[config.mk]
export PLATFORM = sky130hd
export DESIGN_NAME = lw_chain_walker
export DESIGN_NICKNAME = d
export VERILOG_FILES = /design/src/rtl/lw_pkg.sv /design/src/rtl/lw_fetch_ptr.sv /design/src/rtl/lw_cost_acc.sv /design/src/rtl/lw_node_guard.sv /design/src/rtl/lw_chain_walker.sv
export SDC_FILE = /design/constraint.sdc
export NUM_CORES = 1
export LEC_CHECK = 0
export BUFFER_PORTS_ARGS = -buffer_cell sky130_fd_sc_hd__buf_2
export CORE_UTILIZATION = 40
export DETAILED_ROUTE_END_ITERATION = 8
export PLACE_DENSITY = 0.68
export SLEW_MARGIN = 20
export SYNTH_ARGS = -nofsm -noshare
export SYNTH_HDL_FRONTEND = slang
export SYNTH_SLANG_ARGS = --single-unit
export TNS_END_PERCENT = 10
[constraint.sdc]
create_clock -name clk -period 3.9 [get_ports clk]
set_input_delay 0.78 -clock clk [delete_from_list [all_inputs] [get_ports clk]]
set_output_delay 0.78 -clock clk [all_outputs]
set_load 0.03 [all_outputs]
[src/rtl/lw_pkg.sv]
package lw_pkg;

    localparam int WORD_W            = 32;
    localparam int LEN_W             = 8;
    localparam int LINK_W            = 24;
    localparam int END_BIT           = 23;
    localparam int NODE_BASE_COST    = 10;
    localparam int PAYLOAD_BASE_COST = 5;
    localparam int NODE_COST_W       = LEN_W + 2;

    typedef struct packed {
        logic [LEN_W-1:0]  len;
        logic [LINK_W-1:0] link;
    } hdr_t;

    typedef enum logic [2:0] {
        ST_IDLE,
        ST_TEST,
        ST_HDR,
        ST_FETCH,
        ST_SEND
    } walk_st_t;

    function automatic logic [NODE_COST_W-1:0] node_cost(input logic [LEN_W-1:0] len);
        logic [NODE_COST_W-1:0] c;
        c = NODE_COST_W'(NODE_BASE_COST);
        if (len != '0)
            c = c + NODE_COST_W'(PAYLOAD_BASE_COST) + NODE_COST_W'(len);
        return c;
    endfunction

    function automatic logic link_ends(input logic [LINK_W-1:0] link);
        return link[END_BIT];
    endfunction

endpackage

[src/rtl/lw_fetch_ptr.sv]
module lw_fetch_ptr #(
    parameter int MEM_AW = 21
) (
    input  logic              clk,
    input  logic              rst,
    input  logic              load,
    input  logic [MEM_AW-1:0] load_addr,
    input  logic              step,
    output logic [MEM_AW-1:0] byte_addr
);
    localparam int WP_W = MEM_AW - 2;

    logic [WP_W-1:0] wp_q;

    always_ff @(posedge clk) begin
        if (rst)
            wp_q <= '0;
        else if (load)
            wp_q <= load_addr[MEM_AW-1:2];
        else if (step)
            wp_q <= wp_q + 1'b1;
    end

    assign byte_addr = {wp_q, 2'b00};

endmodule

[src/rtl/lw_cost_acc.sv]
module lw_cost_acc
    import lw_pkg::*;
#(
    parameter int COST_W = 32
) (
    input  logic              clk,
    input  logic              rst,
    input  logic              clr,
    input  logic              add,
    input  logic [LEN_W-1:0]  len,
    output logic [COST_W-1:0] cost
);
    always_ff @(posedge clk) begin
        if (rst || clr)
            cost <= '0;
        else if (add)
            cost <= cost + COST_W'(node_cost(len));
    end

endmodule

[src/rtl/lw_node_guard.sv]
module lw_node_guard #(
    parameter int NODE_LIMIT = 8192
) (
    input  logic clk,
    input  logic rst,
    input  logic clr,
    input  logic inc,
    output logic at_limit
);
    localparam int CNT_W = $clog2(NODE_LIMIT + 1);
    localparam logic [CNT_W-1:0] LIMIT_V = CNT_W'(NODE_LIMIT);

    logic [CNT_W-1:0] cnt_q;

    always_ff @(posedge clk) begin
        if (rst || clr)
            cnt_q <= '0;
        else if (inc && cnt_q != LIMIT_V)
            cnt_q <= cnt_q + 1'b1;
    end

    assign at_limit = (cnt_q == LIMIT_V);

endmodule

[src/rtl/lw_chain_walker.sv]
module lw_chain_walker
    import lw_pkg::*;
#(
    parameter int MEM_AW     = 21,
    parameter int COST_W     = 32,
    parameter int NODE_LIMIT = 8192
) (
    input  logic              clk,
    input  logic              rst,
    input  logic              start,
    input  logic [LINK_W-1:0] start_link,
    output logic              mem_req,
    output logic [MEM_AW-1:0] mem_addr,
    input  logic              mem_valid,
    input  logic [WORD_W-1:0] mem_rdata,
    output logic              cmd_valid,
    output logic [WORD_W-1:0] cmd_data,
    input  logic              cmd_ready,
    output logic              busy,
    output logic              done,
    output logic              abort_err,
    output logic [COST_W-1:0] cost
);
    walk_st_t          st_q, st_d;
    logic [LINK_W-1:0] link_q;
    logic [LEN_W-1:0]  left_q;
    logic [WORD_W-1:0] word_q;
    logic              done_q;
    logic              err_q;
    hdr_t              hdr;

    logic ptr_load, ptr_step, cost_add, walk_clr, guard_hit;
    logic end_now, abort_now;

    assign hdr = hdr_t'(mem_rdata);

    always_comb begin
        st_d      = st_q;
        ptr_load  = 1'b0;
        ptr_step  = 1'b0;
        cost_add  = 1'b0;
        walk_clr  = 1'b0;
        end_now   = 1'b0;
        abort_now = 1'b0;
        mem_req   = 1'b0;
        cmd_valid = 1'b0;
        unique case (st_q)
            ST_IDLE: begin
                if (start) begin
                    walk_clr = 1'b1;
                    st_d     = ST_TEST;
                end
            end
            ST_TEST: begin
                if (link_ends(link_q)) begin
                    end_now = 1'b1;
                    st_d    = ST_IDLE;
                end else if (guard_hit) begin
                    abort_now = 1'b1;
                    st_d      = ST_IDLE;
                end else begin
                    ptr_load = 1'b1;
                    st_d     = ST_HDR;
                end
            end
            ST_HDR: begin
                mem_req = 1'b1;
                if (mem_valid) begin
                    cost_add = 1'b1;
                    ptr_step = 1'b1;
                    st_d     = (hdr.len == '0) ? ST_TEST : ST_FETCH;
                end
            end
            ST_FETCH: begin
                mem_req = 1'b1;
                if (mem_valid)
                    st_d = ST_SEND;
            end
            ST_SEND: begin
                cmd_valid = 1'b1;
                if (cmd_ready) begin
                    ptr_step = 1'b1;
                    st_d     = (left_q == LEN_W'(1)) ? ST_TEST : ST_FETCH;
                end
            end
            default: st_d = ST_IDLE;
        endcase
    end

    always_ff @(posedge clk) begin
        if (rst) begin
            st_q   <= ST_IDLE;
            link_q <= '0;
            left_q <= '0;
            word_q <= '0;
            done_q <= 1'b0;
            err_q  <= 1'b0;
        end else begin
            st_q   <= st_d;
            done_q <= end_now || abort_now;
            if (walk_clr) begin
                link_q <= start_link;
                err_q  <= 1'b0;
            end
            if (abort_now)
                err_q <= 1'b1;
            if (st_q == ST_HDR && mem_valid) begin
                link_q <= hdr.link;
                left_q <= hdr.len;
            end
            if (st_q == ST_FETCH && mem_valid)
                word_q <= mem_rdata;
            if (st_q == ST_SEND && cmd_ready)
                left_q <= left_q - 1'b1;
        end
    end

    lw_fetch_ptr #(.MEM_AW(MEM_AW)) u_ptr (
        .clk       (clk),
        .rst       (rst),
        .load      (ptr_load),
        .load_addr (link_q[MEM_AW-1:0]),
        .step      (ptr_step),
        .byte_addr (mem_addr)
    );

    lw_cost_acc #(.COST_W(COST_W)) u_cost (
        .clk  (clk),
        .rst  (rst),
        .clr  (walk_clr),
        .add  (cost_add),
        .len  (hdr.len),
        .cost (cost)
    );

    lw_node_guard #(.NODE_LIMIT(NODE_LIMIT)) u_guard (
        .clk      (clk),
        .rst      (rst),
        .clr      (walk_clr),
        .inc      (cost_add),
        .at_limit (guard_hit)
    );

    assign cmd_data  = word_q;
    assign busy      = (st_q != ST_IDLE);
    assign done      = done_q;
    assign abort_err = err_q;

endmodule

==> impl_results.md, run 1 <==
- Yosys warns: 0
- Distinct cells, synth: 63
- Post-synthesis compound-gate area fraction: 18.2%
- Peak supply drop: 0.308 mV
- First-pass GRT wire length: 27.4 mm
- Synth Instances: 798
- Max Root-Sink Buffers: 2
- Gr usage total: 20.7%
- Max-Cap Viols: 0
- Worst-path clk slew: 0.06 ns
- Startpoint types: input port
- Post-DP Area: 7410 um^2
- Main combinational cell family by area after synthesis: simple AND/OR/NAND/NOR gates
- Final Critical Period: 3.18 ns
- WHS: 0.447 ns
- Synthesis-to-layout area growth: 21.5%
- Asr flop ratio synth: 0%
- Post-DRT Antenna Nets: 0
- DP HPWL: 11.6 mm
- Tcrit/Tclk final: 81.6%
- Via density: 5.35
- PortBufs: 144
- Post-CTS Resized: 0
- Adder-Cell Fraction of Synth Area: 3.37%
- FF+latch count, synth: 130
- Post-Synth Simple-Gate Area: 25.3%
- Core Region: 15,900 um^2
- CTS Buf Count: 17
- Post-synth top flop: dfxtp_1
- Post-synth EDFFs: 0
- Post-CTS Setup Bufs: 0
- I/O pins: 151
- CTS tree: built
- Chip width: 130 um
- Final Max Slew Viols: 0
- Die ar.: 16,800 um^2
- Clock sink count: 130
- Routed WL per cell: 14.5 um
- Largest net degree at the start of global routing: 91
- Hold Violations, Final: 0
- Number of remaining DRC errors: 0
- Antenna violations before repair: 1
- Dpl ws: 0.307 ns
- HP Class: reg2reg
- Clk root buf: clkbuf_16
- Clock Skews: 0.0102 ns
- Status: complete, no violations
- Drt first-iter violations: 358
- Worst setup EP type: register
- Post-Synth XOR/XNOR Area: 4.16%
- Final worst slack: 0.717 ns
- Avg Inst Size Synth: 8.18 um^2
- Unrepaired setup endpoints after global routing: no
- Post-Syn Area: 6530 um^2
- Skew-Pair Late Insertion Delay: 0.42 ns
- Initial Utilization: 41.1%
- Die height: 130 um
- Post-CTS Hold Fix Bufs: 0
- Crit Path Max Fanout: 16
- Setup_tns: 0 ns
- Crit path kind: in2reg
- Via count: 6,145
- Share of post-route cells with drive strength above 1: 21.8%
- Mux share of post-synthesis cell area: 4.45%
- Post-layout net count: 999
- CP required: 4.20 ns
- Register area share after synthesis: 39.9%
- Leak: 0.00316 uW
- Post-Route WL: 16.7 mm
- DRT Pass-1 Iters: 5
- Filler cells: 1,582
- Fmax: 0.314 GHz
- Design Area, Final: 7930 um^2
- Worst Path Arrival: 3.49 ns
- Pwr Density: 406 nW/um^2
- # rows: 46
- Vias in the first global route: 5,656
- Final setup vio count: 0
- H-tree levels: 4
- Slew at the pin closest to its max-slew limit: 0.987 ns
- GRT overflow: 0
- Antenna diodes: 0
- Gp weighted congestion: 0.814
- Slew HR: 34.2%
==> routing by layer <==
metal,global-route usage (%),up-vias,wire [um]
met4,7.46,0,255
li1,-,3101,-
met1,26.5,2855,7610
met3,6.44,21,1130
met5,0,-,0
met2,32.7,168,7680
==> per-stage QoR <==
step | std cells | util (%) | power (uW)
after CTS | 1149 | 49.9 | 3250
after floorplan | 799 | - | 1700
after global routing | 1149 | 49.9 | 3340
after global placement | 1118 | 46.6 | 1820
after detailed placement | 1118 | 46.6 | 1830
final | 1149 | 49.9 | 3220
==> where the power goes <==
group          leakage [uW]  internal (uW)  switching (uW)
Sequential          0.00105           1380            45.5
Clock              0.000247            834             587
Combinational       0.00186            139             234
Total               0.00316           2350             867
==> synthesized netlist by cell type (all sizes together), types with 4 or more instances <==
master	number	area share (%)
inv	14	0.81
and3	14	1.3
nor4	7	1.1
and2	4	0.38
buf	23	1.9
o211ai	7	0.88
clkbuf	33	1.9
a21o	4	0.46
ha	16	3.1
or4	7	0.81
xor2	12	1.6
o31ai	9	1.0
or3	15	1.5
o21ai	14	1.1
a31oi	7	0.67
dfxtp	130	40
nand3	34	2.6
a211oi	35	4.1
nand2	132	7.7
nor3	10	0.77
and4	5	0.67
a2111o	4	0.69
mux2i	29	4.4
nand4	17	1.6
nand2b	5	0.48
nor2	68	3.9
a21oi	79	6.1
xnor2	19	2.5
==> layout make-up <==
| cell class | count | area, um^2 | share of cell area, % |
|---|---|---|---|
| Tap cell | 216 | 270 | 3.41 |
| Timing Repair Buffer | 159 | 833 | 10.5 |
| Clock inverter | 10 | 62.6 | 0.789 |
| Sequential cell | 130 | 2600 | 32.8 |
| Clock buffer | 21 | 460 | 5.80 |
| Inverter | 14 | 52.6 | 0.662 |
| Multi-Input combinational cell | 599 | 3650 | 46.0 |
==> sequential cells by signal (all words and copies together), names as in the netlist <==
name           flops
cmd_data          32
left_q             8
u_guard.cnt_q     14
abort_err          1
st_q               3
done               1
u_cost.cost       32
link_q            20
u_ptr.wp_q        19
==> worst paths after layout <==
check | start | to | slack (ns) | cells past startpoint
max reg2reg | st_q[1] | u_ptr.wp_q[18] | 1.35 | 6
max | mem_rdata[26] | u_cost.cost[13] | 0.72 | 10
min | cmd_data[27] | cmd_data[27] | 0.45 | 2
min reg2reg | cmd_data[27] | cmd_data[27] | 0.45 | 2
==> cell usage in the layout, fill, tap and decap left out, drive strengths merged, types with 5 or more instances in the layout <==
master	netlist	routed
a211oi	35	35
a21oi	79	79
a31oi	7	7
and3	14	14
and4	5	5
buf	23	159
clkbuf	33	21
clkinv	0	5
clkinvlp	0	5
dfxtp	130	130
ha	16	16
inv	14	14
mux2i	29	29
nand2	132	132
nand2b	5	5
nand3	34	34
nand4	17	17
nor2	68	68
nor3	10	10
nor4	7	7
o211ai	7	7
o21ai	14	14
o31ai	9	9
or3	15	15
or4	7	7
xnor2	19	19
xor2	12	12
==> kinds of logic (layout without fill, tap and decap cells) <==
logic type	after synthesis	count (layout)
compound gates	184	184
xor+xnor	31	31
mux	29	29
flops	130	130
simple gates	336	336
fa+ha+maj	17	17
buf+inv	70	204
other cells	1	2
==> worst max-delay path, cell delays in order <==
cell and delay (ns):
buf_2 0.14, nor2_1 0.27, and3_1 0.32, nor2_1 0.09, ha_1 0.35, a21o_1 0.23
a31o_2 0.24, o211ai_2 0.64, a21boi_0 0.25, mux2i_1 0.17
Note: power is estimated with default switching activity, not from simulation.
==> run 2, diff against run 1 <==
--- a/config.mk
+++ b/config.mk
@@ -8,7 +8,7 @@
 export BUFFER_PORTS_ARGS = -buffer_cell sky130_fd_sc_hd__buf_2
 export CORE_UTILIZATION = 40
 export DETAILED_ROUTE_END_ITERATION = 8
-export PLACE_DENSITY = 0.68
+export PLACE_DENSITY = 0.71
 export SLEW_MARGIN = 20
 export SYNTH_ARGS = -nofsm -noshare
 export SYNTH_HDL_FRONTEND = slang
==> constraint.sdc (replaced) <==
create_clock -name clk -period 2.9 [get_ports clk]
set_input_delay 0.58 -clock clk [delete_from_list [all_inputs] [get_ports clk]]
set_output_delay 0.58 -clock clk [all_outputs]
set_load 0.03 [all_outputs]
==> run 2 against run 1 <==
Compared with the run above: first-iteration DRC count shrank 34%; routed wire length grew 4.3%; design area grew 4.1%; sequential power grew 35%; core utilization grew 2.0 points; register-to-register slack lost 0.71 ns; global-route usage grew 0.55 points; clock-buffer cell count grew 3; die area is the same; clock power grew 56%; largest power group is now the clock network.
==> impl_results.md, run 2 (synthesized netlist as in run 1, its figures left out) <==
- Hold Violations, Final: 0 (unchanged)
- Setup_tns: 0 ns (unchanged)
- Clock sink count: 130 (unchanged)
- Final worst slack: 0.127 ns (-0.590 ns)
- Pwr Density: 566 nW/um^2 (+39%)
- Gp weighted congestion: 0.835 (+2.6%)
- Clock Skews: 0.0132 ns (+0.00304 ns)
- Final Critical Period: 2.77 ns
- Routed WL per cell: 14.8 um (+2.2%)
- Post-layout net count: 1,021 (+2.2%)
- Unrepaired setup endpoints after global routing: no
- Peak supply drop: 0.371 mV (+20%)
- Clk root buf: clkbuf_16
- Initial Utilization: 41.1% (unchanged)
- Drt first-iter violations: 237 (-34%)
- Leak: 0.00334 uW (+5.7%)
- CP required: 3.17 ns (-1.03 ns)
- Largest net degree at the start of global routing: 91 (unchanged)
- Worst setup EP type: register
- Max-Cap Viols: 0 (unchanged)
- Power Total: 4670 uW (+45%)
- WHS: 0.388 ns (-0.0593 ns)
- GRT overflow: 0 (unchanged)
- Crit path kind: in2reg
- Startpoint types: input port
- Design Area, Final: 8260 um^2 (+4.1%)
- Share of post-route cells with drive strength above 1: 23.8% (+2.1 points)
- Status: complete, no violations
- Post-DRT Antenna Nets: 0 (unchanged)
- Antenna diodes: 0 (unchanged)
- Via count: 6,260 (+1.9%)
- Chip width: 130 um (unchanged)
- Post-CTS Resized: 0 (unchanged)
- Max Root-Sink Buffers: 2 (unchanged)
- Worst Path Arrival: 3.04 ns (-0.45 ns)
- Number of remaining DRC errors: 0 (unchanged)
- Post-CTS Hold Fix Bufs: 0 (unchanged)
- First-pass GRT wire length: 28.3 mm (+3.2%)
- DRT Pass-1 Iters: 5 (unchanged)
- Fmax: 0.361 GHz
- CTS Buf Count: 17 (unchanged)
- Skew-Pair Late Insertion Delay: 0.42 ns (about the same)
- Antenna violations before repair: 1 (unchanged)
- Vias in the first global route: 5,845 (+3.3%)
- DP HPWL: 11.8 mm (+1.6%)
- Commonest non-fill, non-tap cell in the layout: buf_2
- Final Max Slew Viols: 0 (unchanged)
- Core Region: 15,900 um^2 (unchanged)
- Crit Path Max Fanout: 5 (-11)
- Post-Route WL: 17.4 mm (+4.3%)
- Slew HR: 35.7% (+1.5 points)
- R2R setup slack: 0.64 ns (-0.71 ns)
- Via density: 5.34 (-0.13%)
- Commonest cells after routing, fill and taps aside: buf_2, nand2_1, dfxtp_1
- # rows: 46 (unchanged)
- I/O pins: 151 (unchanged)
- Dpl ws: -0.281 ns (-0.587 ns)
- Tcrit/Tclk final: 95.6%
- H-tree levels: 4 (unchanged)
- Synthesis-to-layout area growth: 26.5%
- CTS tree: built
- Die height: 130 um (unchanged)
- Gr usage total: 21.2% (+0.55 points)
- PortBufs: 144 (unchanged)
- HP Class: in2reg
- Worst-path clk slew: 0.06 ns (about the same)
- Slew at the pin closest to its max-slew limit: 0.964 ns (-0.0232 ns)
- Post-CTS Setup Bufs: 0 (unchanged)
- Final setup vio count: 0 (unchanged)
- Post-DP Area: 7650 um^2 (+3.2%)
- Die ar.: 16,800 um^2 (unchanged)
## run 2: cell types whose count changed in the layout (fill, tap and decap cells not counted), sizes merged
| cell | before | now |
|---|---|---|
| inv | 14 | 15 |
| clkbuf | 21 | 24 |
| bufinv | 0 | 3 |
| clkinv | 5 | 3 |
| clkinvlp | 5 | 1 |
| buf | 159 | 181 |
## run 2: cell type report
type | count | area (um^2)
Clock inverter | 8 | 125
Sequential cell | 130 | 2600
Multi-Input combinational cell | 599 | 3670
Fill cell | 1548 | 7630
Timing Repair Buffer | 181 | 1050
Inverter | 14 | 52.6
Clock buffer | 24 | 482
Tap cell | 216 | 270
## run 2: final timing paths
path,cells past startpoint,endpoint,start
worst max register to register,6,u_ptr.wp_q[18],st_q[1]
worst min register to register,2,cmd_data[26],cmd_data[26]
worst min-delay path,3,cmd_data[0],mem_rdata[0]
worst max-delay path,11,u_cost.cost[8],mem_rdata[31]
## run 2: layer usage
metal	part of all wire, %	wire, um	global-route usage [%]
met4	1.3	221	6.43
met5	0.046	8	0
met3	6.6	1150	7.09
met1	44	7680	26.2
met2	48	8330	35.0
## run 2: report_power, final
| group | internal [uW] | switching (uW) | total [uW] |
|---|---|---|---|
| Sequential | 1850 | 64.2 | 1920 |
| Clock | 1420 | 796 | 2220 |
| Combinational | 211 | 324 | 535 |
| Total | 3490 | 1180 | 4670 |
## run 2: worst max-delay path: stages
cell and delay [ns]:
buf_2 0.11, nor4_1 0.32, and3_1 0.31, nor2_1 0.08
ha_2 0.19, fa_2 0.36, a21o_1 0.22, a311o_1 0.35
a31oi_1 0.21, mux2i_1 0.21, o21ai_0 0.10
## run 2: through the flow
step                util (%)  std cells
global route            52.0       1172
global placement        48.1       1140
CTS                     52.0       1172
finish                  52.0       1172
floorplan                  -        799
detailed placement      48.1       1140
==> run 3, diff against run 2 <==
--- a/config.mk
+++ b/config.mk
@@ -8,9 +8,10 @@
 export BUFFER_PORTS_ARGS = -buffer_cell sky130_fd_sc_hd__buf_2
 export CORE_UTILIZATION = 40
 export DETAILED_ROUTE_END_ITERATION = 8
-export PLACE_DENSITY = 0.71
+export PLACE_DENSITY = 0.7
 export SLEW_MARGIN = 20
 export SYNTH_ARGS = -nofsm -noshare
 export SYNTH_HDL_FRONTEND = slang
+export SYNTH_HIERARCHICAL = 1
 export SYNTH_SLANG_ARGS = --single-unit
-export TNS_END_PERCENT = 10
+export TNS_END_PERCENT = 5
==> run 3 against run 2 <==
Compared with the run above: global-route usage about the same; clock power about the same; critical path depth increased by 4; clock skew down 0.0047 ns; hold slack better by 0.010 ns; critical path type unchanged; largest cell class unchanged.
==> impl_results.md, run 3 <==
- Status: complete, no violations
- CP required: 3.24 ns (+0.07 ns)
- Post-layout net count: 1,070 (+4.8%)
- Antenna violations before repair: 0 (-1)
- WHS: 0.398 ns (+0.0104 ns)
- Antenna diodes: 0 (unchanged)
- # rows: 47 (+2.2%)
- Post-Syn Area: 6830 um^2 (+4.7%)
- Power Total: 4890 uW (+4.7%)
- Avg Inst Size Synth: 8.22 um^2 (+0.52%)
- First-pass GRT wire length: 30.2 mm (+6.7%)
- Largest net degree at the start of global routing: 52 (-43%)
- Gr usage total: 21.2% (about the same)
- Gp weighted congestion: 0.845 (+1.2%)
- Worst setup EP type: register
- Post-Route WL: 18.6 mm (+7.1%)
- PortBufs: 144 (unchanged)
- HP Class: in2reg
- Post-CTS Setup Bufs: 0 (unchanged)
- Skew-Pair Late Insertion Delay: 0.42 ns (about the same)
- Crit path kind: in2reg
- Fmax: 0.359 GHz (-0.46%)
- H-tree levels: 4 (unchanged)
- Slew at the pin closest to its max-slew limit: 0.637 ns (-0.327 ns)
- I/O pins: 151 (unchanged)
- Via density: 5.43 (+1.7%)
- Post-CTS Hold Fix Bufs: 0 (unchanged)
- Setup_tns: 0 ns (unchanged)
- Drt first-iter violations: 412 (+74%)
- Share of post-route cells with drive strength above 1: 27.3% (+3.4 points)
- Hold Violations, Final: 0 (unchanged)
- Pwr Density: 571 nW/um^2 (+0.87%)
- DP HPWL: 12.9 mm (+9.3%)
- Synth Instances: 831 (+4.1%)
- Die height: 133 um (+2.3%)
- Core Region: 16,600 um^2 (+4.8%)
- Initial Utilization: 41.0% (about the same)
- Final Max Slew Viols: 0 (unchanged)
- Commonest cells after routing, fill and taps aside: nand2_1, buf_2, dfxtp_1
- Leak: 0.00349 uW (+4.5%)
- Util after Layout: 51.5% (-0.48 points)
- Synthesis-to-layout area growth: 25.4%
- Max-Cap Viols: 0 (unchanged)
- Commonest non-fill, non-tap cell in the layout: nand2_1
- Clk root buf: clkbuf_16
- Final Critical Period: 2.79 ns (+0.0128 ns)
- Post-DRT Antenna Nets: 0 (unchanged)
- Yosys warns: 6 (+6)
- Clock Skews: 0.00849 ns (-0.00472 ns)
- DRT Pass-1 Iters: 5 (unchanged)
- Unrepaired setup endpoints after global routing: yes
- Peak supply drop: 0.435 mV (+17%)
- Startpoint types: input port
- Final setup vio count: 0 (unchanged)
- Worst Path Arrival: 3.13 ns (+0.09 ns)
- Tcrit/Tclk final: 96.1% (+0.44 points)
- CTS Buf Count: 17 (unchanged)
- Crit Path Max Fanout: 20 (+15)
- Routed WL per cell: 15.2 um (+2.5%)
- CTS tree: built
- Worst-path clk slew: 0.06 ns (about the same)
- Number of remaining DRC errors: 0 (unchanged)
- GRT overflow: 0 (unchanged)
- Die ar.: 17,600 um^2 (+4.6%)
- Filler cells: 1,585 (+2.4%)
- Clock sink count: 130 (unchanged)
- Slew HR: 57.5% (+22 points)
- Chip width: 133 um (+2.3%)
- Max Root-Sink Buffers: 2 (unchanged)
- Vias in the first global route: 6,047 (+3.5%)
- Via count: 6,656 (+6.3%)
run 3: layer usage:
metal	global-route usage [%]	vias up	share of wire, %
met4	7.28	0	1.4
met5	0	-	0
li1	-	3349	-
met1	28.5	3101	47
met3	4.18	22	5.2
met2	33.9	184	47
run 3: what timing repair did:
item,CTS,global route
endpoints found under the setup margin,0,11
gates resized for setup,0,2
hold endpoints to repair,0,0
run 3: worst paths after layout:
| check | startpoint | end | slack (ns) | cells past startpoint |
|---|---|---|---|---|
| worst max-delay path | mem_rdata[25] | u_cost/cost[21] | 0.11 | 15 |
| worst max register to register | st_q[2] | u_ptr/wp_q[14] | 0.49 | 7 |
| worst min-delay path | mem_rdata[21] | cmd_data[21] | 0.40 | 3 |
| worst min register to register | cmd_data[24] | cmd_data[24] | 0.45 | 2 |
run 3: through the flow:
step	worst slack [ns]	instances	instance area [um^2]
after floorplan	-0.00244	832	6860
after global placement	-0.249	1193	7960
after detailed placement	-0.280	1193	7960
after CTS	0.143	1225	8560
after global routing	-0.0188	1225	8570
final	0.114	1225	8570
run 3: report_power, final:
| part | internal (uW) | switching (uW) | total [uW] |
|---|---|---|---|
| Sequential | 1870 | 90.1 | 1960 |
| Combinational | 265 | 455 | 720 |
| Clock | 1380 | 826 | 2200 |
run 3: final cells by class:
type | count | area, um^2 | area share [%]
multi-input combinational | 622 | 3880 | 45.3
clock inverter | 12 | 158 | 1.84
clock buffer | 20 | 447 | 5.21
sequential | 130 | 2600 | 30.4
inverter | 29 | 109 | 1.27
timing repair buffer | 192 | 1100 | 12.8
tap | 220 | 275 | 3.21
run 3: critical path, cell delays in order:
cell and delay, ns:
buf_2 0.11, inv_1 0.07, ha_1 0.14, nor4b_2 0.20, nor2b_2 0.22, inv_1 0.06
o21ai_1 0.12, mux2i_1 0.08, ha_1 0.30, and3_4 0.18, a211oi_4 0.06, o21a_1 0.22
buf_12 0.17, or4_1 0.49, a21oi_1 0.14
